`src/rtl/rxcal_pkg.sv`:
```
`timescale 1ns/1ps
package rxcal_pkg;
  typedef enum logic [2:0] {
    S_IDLE,
    S_RESYNC,
    S_SETTLE,
    S_REQ,
    S_RSP,
    S_FINAL,
    S_FRESYNC,
    S_DONE
  } cal_state_e;
endpackage

```
`src/rtl/rxcal_settle_timer.sv`:
```
`timescale 1ns/1ps
// Counts the settling wait that follows each resync pulse.
module rxcal_settle_timer #(
  parameter int SETTLE_CYC = 20
) (
  input  logic clk,
  input  logic rst_n,
  input  logic load,
  input  logic tick,
  output logic expired
);
  localparam int CNT_W = (SETTLE_CYC < 2) ? 1 : $clog2(SETTLE_CYC + 1);

  logic [CNT_W-1:0] cnt_q;

  always_ff @(posedge clk) begin
    if (!rst_n) begin
      cnt_q <= '0;
    end else if (load) begin
      cnt_q <= CNT_W'(SETTLE_CYC - 1);
    end else if (tick && (cnt_q != '0)) begin
      cnt_q <= cnt_q - 1'b1;
    end
  end

  assign expired = (cnt_q == '0);
endmodule

```
`src/rtl/rxcal_run_tracker.sv`:
```
`timescale 1ns/1ps
// Follows the current passing run and the longest run seen so far.
module rxcal_run_tracker #(
  parameter int DLY_W = 7
) (
  input  logic             clk,
  input  logic             rst_n,
  input  logic             clear,
  input  logic             step,
  input  logic             pass,
  input  logic [DLY_W-1:0] code,
  output logic             found,
  output logic [DLY_W-1:0] best_mid
);
  localparam int LEN_W = DLY_W + 1;

  logic [DLY_W-1:0] cur_start_q, best_start_q, run_start;
  logic [LEN_W-1:0] cur_len_q, best_len_q, run_len;

  always_comb begin
    run_start = (cur_len_q == '0) ? code : cur_start_q;
    run_len   = cur_len_q + 1'b1;
  end

  always_ff @(posedge clk) begin
    if (!rst_n || clear) begin
      cur_start_q  <= '0;
      cur_len_q    <= '0;
      best_start_q <= '0;
      best_len_q   <= '0;
    end else if (step) begin
      if (pass) begin
        cur_start_q <= run_start;
        cur_len_q   <= run_len;
        // strict compare: an equal later run never displaces the earlier one
        if (run_len > best_len_q) begin
          best_start_q <= run_start;
          best_len_q   <= run_len;
        end
      end else begin
        cur_len_q <= '0;
      end
    end
  end

  assign found    = (best_len_q != '0);
  assign best_mid = best_start_q + DLY_W'(best_len_q >> 1);
endmodule

```
`src/rtl/rxdly_cal_engine.sv`:
```
`timescale 1ns/1ps
module rxdly_cal_engine #(
  parameter int DLY_W      = 7,
  parameter int DATA_W     = 16,
  parameter int DLY_MIN    = 0,
  parameter int DLY_MAX    = (1 << DLY_W) - 1,
  parameter int SETTLE_CYC = 20,
  parameter int DLY_RST    = 0
) (
  input  logic              clk,
  input  logic              rst_n,
  input  logic              start,
  input  logic [DATA_W-1:0] expect_pattern,
  output logic              rd_req_valid,
  input  logic              rd_req_ready,
  input  logic              rd_rsp_valid,
  output logic              rd_rsp_ready,
  input  logic [DATA_W-1:0] rd_rsp_data,
  output logic [DLY_W-1:0]  dly_code,
  output logic              resync,
  output logic [DLY_W-1:0]  cal_dly,
  output logic              done,
  output logic              fail
);
  import rxcal_pkg::*;

  localparam logic [DLY_W-1:0] CODE_LO  = DLY_W'(DLY_MIN);
  localparam logic [DLY_W-1:0] CODE_HI  = DLY_W'(DLY_MAX);
  localparam logic [DLY_W-1:0] CODE_RST = DLY_W'(DLY_RST);

  cal_state_e       state_q;
  logic [DLY_W-1:0] dly_q, saved_q, cal_q;
  logic             fail_q;

  logic             start_ok, rsp_fire, step_pass, settle_done, run_found;
  logic [DLY_W-1:0] run_mid;

  assign start_ok  = start && ((state_q == S_IDLE) || (state_q == S_DONE));
  assign rsp_fire  = (state_q == S_RSP) && rd_rsp_valid;
  assign step_pass = (rd_rsp_data == expect_pattern);

  rxcal_settle_timer #(.SETTLE_CYC(SETTLE_CYC)) u_timer (
    .clk     (clk),
    .rst_n   (rst_n),
    .load    (state_q == S_RESYNC),
    .tick    (state_q == S_SETTLE),
    .expired (settle_done)
  );

  rxcal_run_tracker #(.DLY_W(DLY_W)) u_track (
    .clk      (clk),
    .rst_n    (rst_n),
    .clear    (start_ok),
    .step     (rsp_fire),
    .pass     (step_pass),
    .code     (dly_q),
    .found    (run_found),
    .best_mid (run_mid)
  );

  always_ff @(posedge clk) begin
    if (!rst_n) begin
      state_q <= S_IDLE;
      dly_q   <= CODE_RST;
      saved_q <= CODE_RST;
      cal_q   <= CODE_RST;
      fail_q  <= 1'b0;
    end else begin
      case (state_q)
        S_IDLE, S_DONE: begin
          if (start) begin
            saved_q <= dly_q;
            dly_q   <= CODE_LO;
            fail_q  <= 1'b0;
            state_q <= S_RESYNC;
          end
        end
        S_RESYNC: state_q <= S_SETTLE;
        S_SETTLE: if (settle_done) state_q <= S_REQ;
        S_REQ:    if (rd_req_ready) state_q <= S_RSP;
        S_RSP: begin
          if (rd_rsp_valid) begin
            if (dly_q == CODE_HI) begin
              state_q <= S_FINAL;
            end else begin
              dly_q   <= dly_q + 1'b1;
              state_q <= S_RESYNC;
            end
          end
        end
        S_FINAL: begin
          if (run_found) begin
            dly_q <= run_mid;
            cal_q <= run_mid;
          end else begin
            dly_q  <= saved_q;
            fail_q <= 1'b1;
          end
          state_q <= S_FRESYNC;
        end
        S_FRESYNC: state_q <= S_DONE;
        default:   state_q <= S_IDLE;
      endcase
    end
  end

  assign resync       = !((state_q == S_RESYNC) || (state_q == S_FRESYNC));
  assign rd_req_valid = (state_q == S_REQ);
  assign rd_rsp_ready = (state_q == S_RSP);
  assign done         = (state_q == S_DONE);
  assign fail         = fail_q && (state_q == S_DONE);
  assign dly_code     = dly_q;
  assign cal_dly      = cal_q;
endmodule

```
`config.mk`:
```
export PLATFORM = sky130hd
export DESIGN_NAME = rxdly_cal_engine
export DESIGN_NICKNAME = d
export VERILOG_FILES = /design/src/rtl/rxcal_pkg.sv /design/src/rtl/rxcal_settle_timer.sv /design/src/rtl/rxcal_run_tracker.sv /design/src/rtl/rxdly_cal_engine.sv
export SDC_FILE = /design/constraint.sdc
export NUM_CORES = 1
export LEC_CHECK = 0
export CORE_UTILIZATION = 46
export DETAILED_ROUTE_END_ITERATION = 10
export GPL_ROUTABILITY_DRIVEN = 1
export HOLD_SLACK_MARGIN = 0.02
export PLACE_DENSITY_LB_ADDON = 0.12
export SYNTH_ARGS = -nofsm -noshare
export SYNTH_HDL_FRONTEND = slang
export SYNTH_SLANG_ARGS = --single-unit
```
`constraint.sdc`:
```
create_clock -name clk -period 2.33 [get_ports clk]
set_input_delay 0.3495 -clock clk [delete_from_list [all_inputs] [get_ports clk]]
set_output_delay 0.3495 -clock clk [all_outputs]
set_load 0.02 [all_outputs]
```
==> results of run 1 <==
[cell usage after synthesis, types with 2 or more instances]
library cell and number:
a211o_1 2, a211oi_1 6, a21o_1 4, a21oi_1 20, a221o_1 2, a222oi_1 2
a22o_1 2, a22oi_1 9, a31oi_1 2, and2_1 3, and3_1 4, and3_4 2
buf_2 7, buf_6 3, clkbuf_1 6, dfxtp_1 60, ha_1 22, inv_1 17
mux2_2 7, mux2i_1 23, nand2_1 54, nand2b_1 4, nand3_1 16, nand4_1 4
nor2_1 33, nor2b_1 9, nor3_1 5, nor4_1 5, o21a_1 2, o21ai_0 11
o21ai_1 8, or3_1 3, xnor2_1 15, xor2_1 17
[cell type report]
class | count | area (sq um)
clock buffers | 11 | 141
inverters | 18 | 67.6
fillers | 608 | 2500
repair buffers | 101 | 945
clock inverters | 5 | 35.0
multi-input cells | 316 | 2300
flip-flops and latches | 60 | 1210
well taps | 99 | 124
[metal layers]
metal / GRT usage / vias up / wire [um]
li1: - / 1639 / -
met1: 0.290 / 1529 / 4120
met2: 0.412 / 84 / 4420
met3: 0.0430 / 11 / 503
met4: 0.0779 / 0 / 119
met5: 0 / - / 0
[repair_timing]
action	CTS	global route
gates resized for setup	8	16
pin swaps	2	5
buffers inserted	3	2
hold endpoints to repair	0	0
cloned	1	0
setup endpoints to repair	19	25
hold buffers	0	0
[kinds of logic after synthesis]
logic type                 after synthesis
DFF                                     60
muxes                                   30
adders and majority gates               23
and+or+nand+nor                        150
xor gates and xnor gates                32
buffers and inverters                   34
AOI/OAI and AO/OA                       81
[worst paths after layout]
kind	from	end	slack (ps)	depth (start not counted)
worst max register to register	u_track.cur_len_q[1]	u_track.best_start_q[1]	-240	14
worst min-delay path	u_track.cur_start_q[3]	u_track.cur_start_q[3]	450	2
worst max-delay path	u_track.cur_len_q[1]	u_track.best_start_q[1]	-240	14
worst min register to register	u_track.cur_start_q[3]	u_track.cur_start_q[3]	450	2
[state kept, by name, indices dropped and copies added, names as in the netlist]
name and cells:
u_track.best_len_q 8, u_track.cur_len_q 8, cal_dly 7, dly_code 7, saved_q 7, u_track.best_start_q 7
u_track.cur_start_q 7, u_timer.cnt_q 5, state_q 3, fail_q 1
[power by group through the flow]
stage / clock (mW) / sequential (mW) / combinational [mW]
floorplan: 0 / 1.13 / 0.601
global placement: 0 / 1.14 / 0.857
detailed placement: 0 / 1.14 / 0.872
CTS: 0.869 / 1.12 / 0.883
global route: 0.914 / 1.13 / 0.980
finish: 0.854 / 1.12 / 0.890
[critical path: stages, from the launching register on]
cell	delay, ps
dfxtp_4	380
and3_4	190
nand3_4	110
nor2_2	110
xor2_1	90
ha_1	300
nand4_1	110
buf_4	160
a21oi_2	150
a211oi_2	80
buf_4	150
nor3_4	200
buf_6	130
buf_12	120
mux2i_2	200
==> load_flow_metrics.sql, run 1 <==
INSERT INTO impl_metrics (metric_group, metric, value, unit) VALUES
('clock_network', 'clock_latency', '350', 'ps'),
('die', 'die_h', '89.7', 'um'),
('run_status', 'failed_checks', 'negative setup slack', ''),
('timing', 'finalWorstPathRequiredPeriod', '2570', 'ps'),
('pwr', 'p_leak', '1.89', 'nW'),
('pwr', 'ir_drop', '0.000330', 'V'),
('finish', 'final_layout_size_suffix_gt1_frac', '0.207', ''),
('die', 'fp.coreArea', '7330', 'sq um'),
('pwr', 'netSwitchingFraction', '0.336', ''),
('die', 'rows', '31', ''),
('synthesis', 'netlist_area', '3540', 'sq um'),
('die', 'fp.dieArea', '8040', 'sq um'),
('pwr', 'pwr_per_cell_area', '594', 'nW/um^2'),
('finish', 'fin_area', '4830', 'sq um'),
('setup_path', 'cp-start-kind', 'flop', ''),
('synthesis', 'muxShareOfSynthArea', '0.0874', ''),
('timing', 'final_critical_path_setup_slack', '-241', 'ps'),
('pwr', 'power.share.sequential', '0.392', ''),
('global_routing', 'grt_util_all_layers', '0.235', ''),
('placement', 'placed_area', '4490', 'sq um'),
('synthesis', 'synth_area_in_compound_gates', '0.153', ''),
('pwr', 'switching_power', '0.963', 'mW'),
('setup_path', 'cp_data_required_time', '2600', 'ps'),
('route', 'drt_pass1_iterations', '5', ''),
('timing', 'finalClockSkew', '8.93', 'ps'),
('timing', 'setup_viol', '15', ''),
('placement', 'numPlacedInstances', '588', ''),
('synthesis', 'postSynthAreaPerCell', '8.62', 'sq um'),
('synthesis', 'synth_area_leader_cell', 'dfxtp_1', ''),
('clock_network', 'cts_tree', 'yes', ''),
('synthesis', 'synth.yosys.warnings', '0', ''),
('synthesis', 'yosys_register_bits', '60', ''),
('synthesis', 'synthTopCellsByArea', 'dfxtp_1 34%, ha_1 7.8%, mux2i_1 6.5%', ''),
('timing', 'final-max-slew-violation-count', '0', ''),
('run_status', 'outcome', 'finished with violations', ''),
('synthesis', 'ys.flop_type', 'dfxtp_1', ''),
('route', 'finalWirelength', '9160', 'um'),
('route', 'route.detailed.vias_per_inst', '5.35', ''),
('clock_network', 'cts.htree.levels', '3', ''),
('synthesis', 'synth-xor-area-share', '0.0793', ''),
('route', 'drcViolationCount', '0', ''),
('placement', 'port_buffers', '55', ''),
('synthesis', 'synth_edf_count', '0', ''),
('global_routing', 'first_global_vias', '3076', ''),
('pwr', 'comb_power_share', '0.310', ''),
('clock_network', 'path_clk_slew', '70', 'ps'),
('synthesis', 'postSynthCellCount', '410', ''),
('finish', 'final-instance-count-excl-fill', '610', ''),
('synthesis', 'synth-simple-area-share', '0.213', ''),
('pwr', 'fin_total_pwr', '2.87', 'mW'),
('finish', 'utilization', '0.659', ''),
('global_routing', 'grt_start_max_net_pins', '43', ''),
('die', 'top_level_ports', '56', ''),
('global_routing', 'first_pass_grt_wire_length', '14300', 'um'),
('die', 'fp.dieW', '89.7', 'um'),
('placement', 'gp_routability_congestion', '0.823', ''),
('synthesis', 'synth_nets', '470', ''),
('clock_network', 'cts_root_buf', 'clkbuf_8', ''),
('clock_network', 'cts.path.max_buffers', '2', ''),
('route', 'ant_nets', '0', ''),
('timing', 'worst_hold_slack', '448', 'ps'),
('finish', 'mostFrequentLayoutCells', '54 x nand2_1, 54 x dfxtp_1, 52 x clkdlybuf4s50_1', ''),
('setup_path', 'setup.worst_path.end_class', 'flop', ''),
('timing', 'finalHoldViolations', '0', ''),
('route', 'dr_total_vias', '3263', ''),
('timing', 'slew_headroom', '0.656', ''),
('synthesis', 'async_flop_share', '0', ''),
('clock_network', 'cts_inserted_buffers', '9', ''),
('synthesis', 'synth_cell_type_count', '55', ''),
('route', 'detail_route.wl_per_cell', '15.0', 'um'),
('placement', 'dp_worst_setup_slack', '-158', 'ps');
No activity file was read; power rests on OpenSTA's default activity.
==> inputs of run 2 (changes only) <==
--- a/config.mk
+++ b/config.mk
@@ -5,11 +5,13 @@
 export SDC_FILE = /design/constraint.sdc
 export NUM_CORES = 1
 export LEC_CHECK = 0
+export ABC_AREA = 1
 export CORE_UTILIZATION = 46
 export DETAILED_ROUTE_END_ITERATION = 10
 export GPL_ROUTABILITY_DRIVEN = 1
 export HOLD_SLACK_MARGIN = 0.02
 export PLACE_DENSITY_LB_ADDON = 0.12
+export SKIP_CTS_REPAIR_TIMING = 1
 export SYNTH_ARGS = -nofsm -noshare
 export SYNTH_HDL_FRONTEND = slang
 export SYNTH_SLANG_ARGS = --single-unit
==> load_flow_metrics.sql, run 2 <==
INSERT INTO impl_metrics (metric_group, metric, value, unit) VALUES
('die', 'fp.dieW', '92.8', 'um'),
('timing', 'finalHoldViolations', '0', ''),
('pwr', 'intPower', '1.85', 'mW'),
('finish', 'final_common_cell', 'nand2_1', ''),
('timing', 'fin_tns_setup', '0', 'ps'),
('min_path', 'worstHoldPathType', 'flop to flop', ''),
('synthesis', 'synth_area_leader_cell', 'dfxtp_1', ''),
('die', 'fp.coreArea', '7850', 'sq um'),
('route', 'drcViolationCount', '0', ''),
('finish', 'finish.net_count', '715', ''),
('route', 'detail_route.wl_per_cell', '12.5', 'um'),
('clock_network', 'cts_tree', 'yes', ''),
('synthesis', 'synth_cell_type_count', '34', ''),
('synthesis', 'async_flop_share', '0', ''),
('timing', 'clock.fmax', '446', 'MHz'),
('setup_path', 'cp_data_required_time', '2560', 'ps'),
('route', 'drt_pass1_iterations', '5', ''),
('die', 'top_level_ports', '56', ''),
('min_path', 'worst_hold_startpoint', 'u_track.cur_start_q[4]', ''),
('clock_network', 'cts.path.max_buffers', '2', ''),
('clock_network', 'clkSinkCount', '60', ''),
('setup_path', 'rr_worst_depth', '13', ''),
('timing', 'slew_headroom', '0.701', ''),
('pwr', 'switching_power', '0.982', 'mW'),
('synthesis', 'synth_nets', '645', ''),
('setup_path', 'critPathSlowestCell', 'dfxtp_4', ''),
('finish', 'layout-area-overhead-vs-synth', '28.4', '%'),
('die', 'start_util', '0.484', ''),
('placement', 'numPlacedInstances', '743', ''),
('global_routing', 'first_global_vias', '3581', ''),
('pwr', 'comb_power_share', '0.294', ''),
('synthesis', 'post-synth-top-area-fraction', '0.317', ''),
('setup_path', 'critPathBufInv', '1', ''),
('pwr', 'ir_drop', '0.000469', 'V'),
('timing', 'final-max-slew-violation-count', '0', ''),
('route', 'route.detailed.vias_per_inst', '5.12', ''),
('route', 'drt_iter0_markers', '204', ''),
('timing', 'tightest_slew', '446', 'ps'),
('die', 'rows', '32', ''),
('route', 'ant_nets', '0', ''),
('setup_path', 'worstPathArrival', '2470', 'ps'),
('synthesis', 'synth.yosys.warnings', '0', ''),
('synthesis', 'synthTopCellsByArea', 'dfxtp_1 32%, nand2_1 16%, inv_1 8.9%', ''),
('synthesis', 'postSynthCellCount', '585', ''),
('finish', 'top_regs', 'u_track.best_len_q (8), u_track.cur_len_q (8)', ''),
('timing', 'setup_viol', '0', ''),
('timing', 'rsz0062_at_grt', 'true', ''),
('run_status', 'outcome', 'complete, no violations', ''),
('finish', 'final-instance-count-excl-fill', '762', ''),
('placement', 'dp.final_hpwl', '7230', 'um'),
('setup_path', 'cp_cell_sequence', 'ha_4, nand3_4, nand3b_1, xor2_1, ha_1, nand2_1, nor2_2, nand2_1, nand2_2, nand2_4, clkbuf_16, nor3_1, nor2_1', ''),
('pwr', 'p_leak', '2.27', 'nW'),
('setup_path', 'reg2reg_to', 'u_track.best_start_q[4]', ''),
('synthesis', 'synth-seq-area-share', '0.317', ''),
('setup_path', 'crit_path_max_fanout', '6', ''),
('global_routing', 'grt_util_all_layers', '0.233', ''),
('clock_network', 'cts.htree.levels', '3', ''),
('finish', 'final_layout_size_suffix_gt1_frac', '0.102', ''),
('route', 'dr_total_vias', '3900', ''),
('synthesis', 'synth_edf_count', '0', ''),
('synthesis', 'yosys_register_bits', '60', ''),
('timing', 'finalWorstPathRequiredPeriod', '2240', 'ps'),
('pwr', 'power.share.sequential', '0.423', ''),
('clock_network', 'path_clk_slew', '60', 'ps'),
('setup_path', 'critical-path-top-cell-by-count', 'nand2_1', ''),
('job', 'max-cap-violations', '0', ''),
('global_routing', 'global_route.overflow_total', '0', ''),
('setup_path', 'critical-path-top-delay-family', 'simple AND/OR/NAND/NOR gates', ''),
('synthesis', 'top_cells_by_count_synth', '161 x nand2_1, 90 x inv_1, 60 x dfxtp_1', ''),
('placement', 'gp_routability_congestion', '0.868', ''),
('route', 'finalWirelength', '9540', 'um'),
('setup_path', 'cp-start-kind', 'flop', ''),
('min_path', 'timing.hold.worst_endpoint', 'u_track.cur_start_q[4]', ''),
('setup_path', 'setup.worst_path.end_class', 'flop', ''),
('clock_network', 'cts_inserted_buffers', '9', ''),
('finish', 'utilization', '0.621', ''),
('global_routing', 'grt_start_max_net_pins', '26', ''),
('synthesis', 'ys.flop_type', 'dfxtp_1', ''),
('setup_path', 'crit-reg2reg-launch', 'u_track.cur_len_q[1]', ''),
('die', 'fp.dieArea', '8620', 'sq um'),
('pwr', 'fin_total_pwr', '2.83', 'mW'),
('timing', 'layout_worst_path_cycle_share', '0.961', ''),
('clock_network', 'cts_root_buf', 'clkbuf_8', ''),
('pwr', 'netSwitchingFraction', '0.347', ''),
('pwr', 'power.share.clock', '0.283', ''),
('pwr', 'pwr_per_cell_area', '581', 'nW/um^2'),
('setup_path', 'setup.reg_to_reg.worst_slack', '90', 'ps'),
('synthesis', 'yosysMostFrequentCell', 'nand2_1', ''),
('finish', 'diodes', '0', ''),
('die', 'die_h', '92.8', 'um'),
('setup_path', 'critical-path-max-stage-delay', '380', 'ps'),
('global_routing', 'first_pass_grt_wire_length', '15900', 'um'),
('min_path', 'min_path_cells', '2', ''),
('global_routing', 'initial_antenna_violation_count', '0', ''),
('synthesis', 'netlist_area', '3790', 'sq um'),
('setup_path', 'setup_crit_path_kind', 'flop to flop', ''),
('synthesis', 'postSynthAreaPerCell', '6.49', 'sq um'),
('clock_network', 'clock_latency', '340', 'ps'),
('timing', 'finalClockSkew', '6.29', 'ps'),
('finish', 'mostFrequentLayoutCells', '159 x nand2_1, 90 x inv_1, 56 x dfxtp_1', ''),
('placement', 'port_buffers', '55', '');
-- run 2: kinds of logic after synthesis --
family                   Yosys count  share of synthesized area
adder cells (fa/ha/maj)           23                     0.0778
XOR/XNOR                          10                     0.0231
flip-flops                        60                      0.317
AND/OR/NAND/NOR                  284                      0.320
buffers and inverters            106                      0.113
AO/OA/AOI/OAI                    102                      0.149
-- run 2: routing by layer --
metal	GRT usage	wire length (um)	share of wire
met1	0.310	4390	0.46
met2	0.377	4570	0.48
met3	0.0419	442	0.046
met4	0.0795	139	0.015
met5	0	0	0
-- run 2: final cells by class --
cell class	instances	area (sq um)
Fill cell	746	2980
Tap cell	102	128
Timing Repair Buffer	71	722
Multi-Input combinational cell	419	2290
Inverter	94	353
Clock buffer	14	153
Clock inverter	2	10.0
Sequential cell	60	1210
-- run 2: power groups by stage --
stage | clock, mW | combinational, mW | sequential [mW]
2_1_floorplan | 0 | 0.578 | 1.21
3_3_place_gp | 0 | 0.804 | 1.22
3_5_place_dp | 0 | 0.820 | 1.22
4_1_cts | 0.829 | 0.827 | 1.20
5_1_grt | 0.868 | 0.951 | 1.21
6_report | 0.802 | 0.832 | 1.20
-- run 2: per-stage QoR --
stage,cell area [sq um],hold slack (ps),setup WS [ps]
final,4870,447,90.3
after global routing,4870,465,-67.9
after CTS,4680,446,-68.9
after detailed placement,4520,437,-51.3
after global placement,4520,430,77.8
after floorplan,3790,423,109
-- run 2: worst register-to-register path: cells and delay by family (launching register included) --
| kind | cells | cell delay, ps |
|---|---|---|
| flops | 1 | 380 |
| simple gates | 9 | 960 |
| xor+xnor | 1 | 170 |
| fa+ha+maj | 2 | 450 |
| buf+inv | 1 | 180 |
-- run 2: how the worst max path moves through the flow --
stage | startpoint | endpoint | slack (ps) | depth (start not counted)
final | u_track.cur_len_q[1] | u_track.best_start_q[4] | 90 | 13
after global routing | u_track.cur_len_q[1] | u_track.best_start_q[1] | -70 | 15
after CTS | u_track.cur_len_q[0] | u_track.best_len_q[7] | -70 | 13
after detailed placement | u_track.cur_len_q[0] | u_track.best_len_q[7] | -50 | 13
after global placement | u_track.cur_len_q[1] | u_track.best_start_q[5] | 80 | 14
after floorplan | u_track.cur_len_q[2] | u_track.best_len_q[7] | 110 | 14
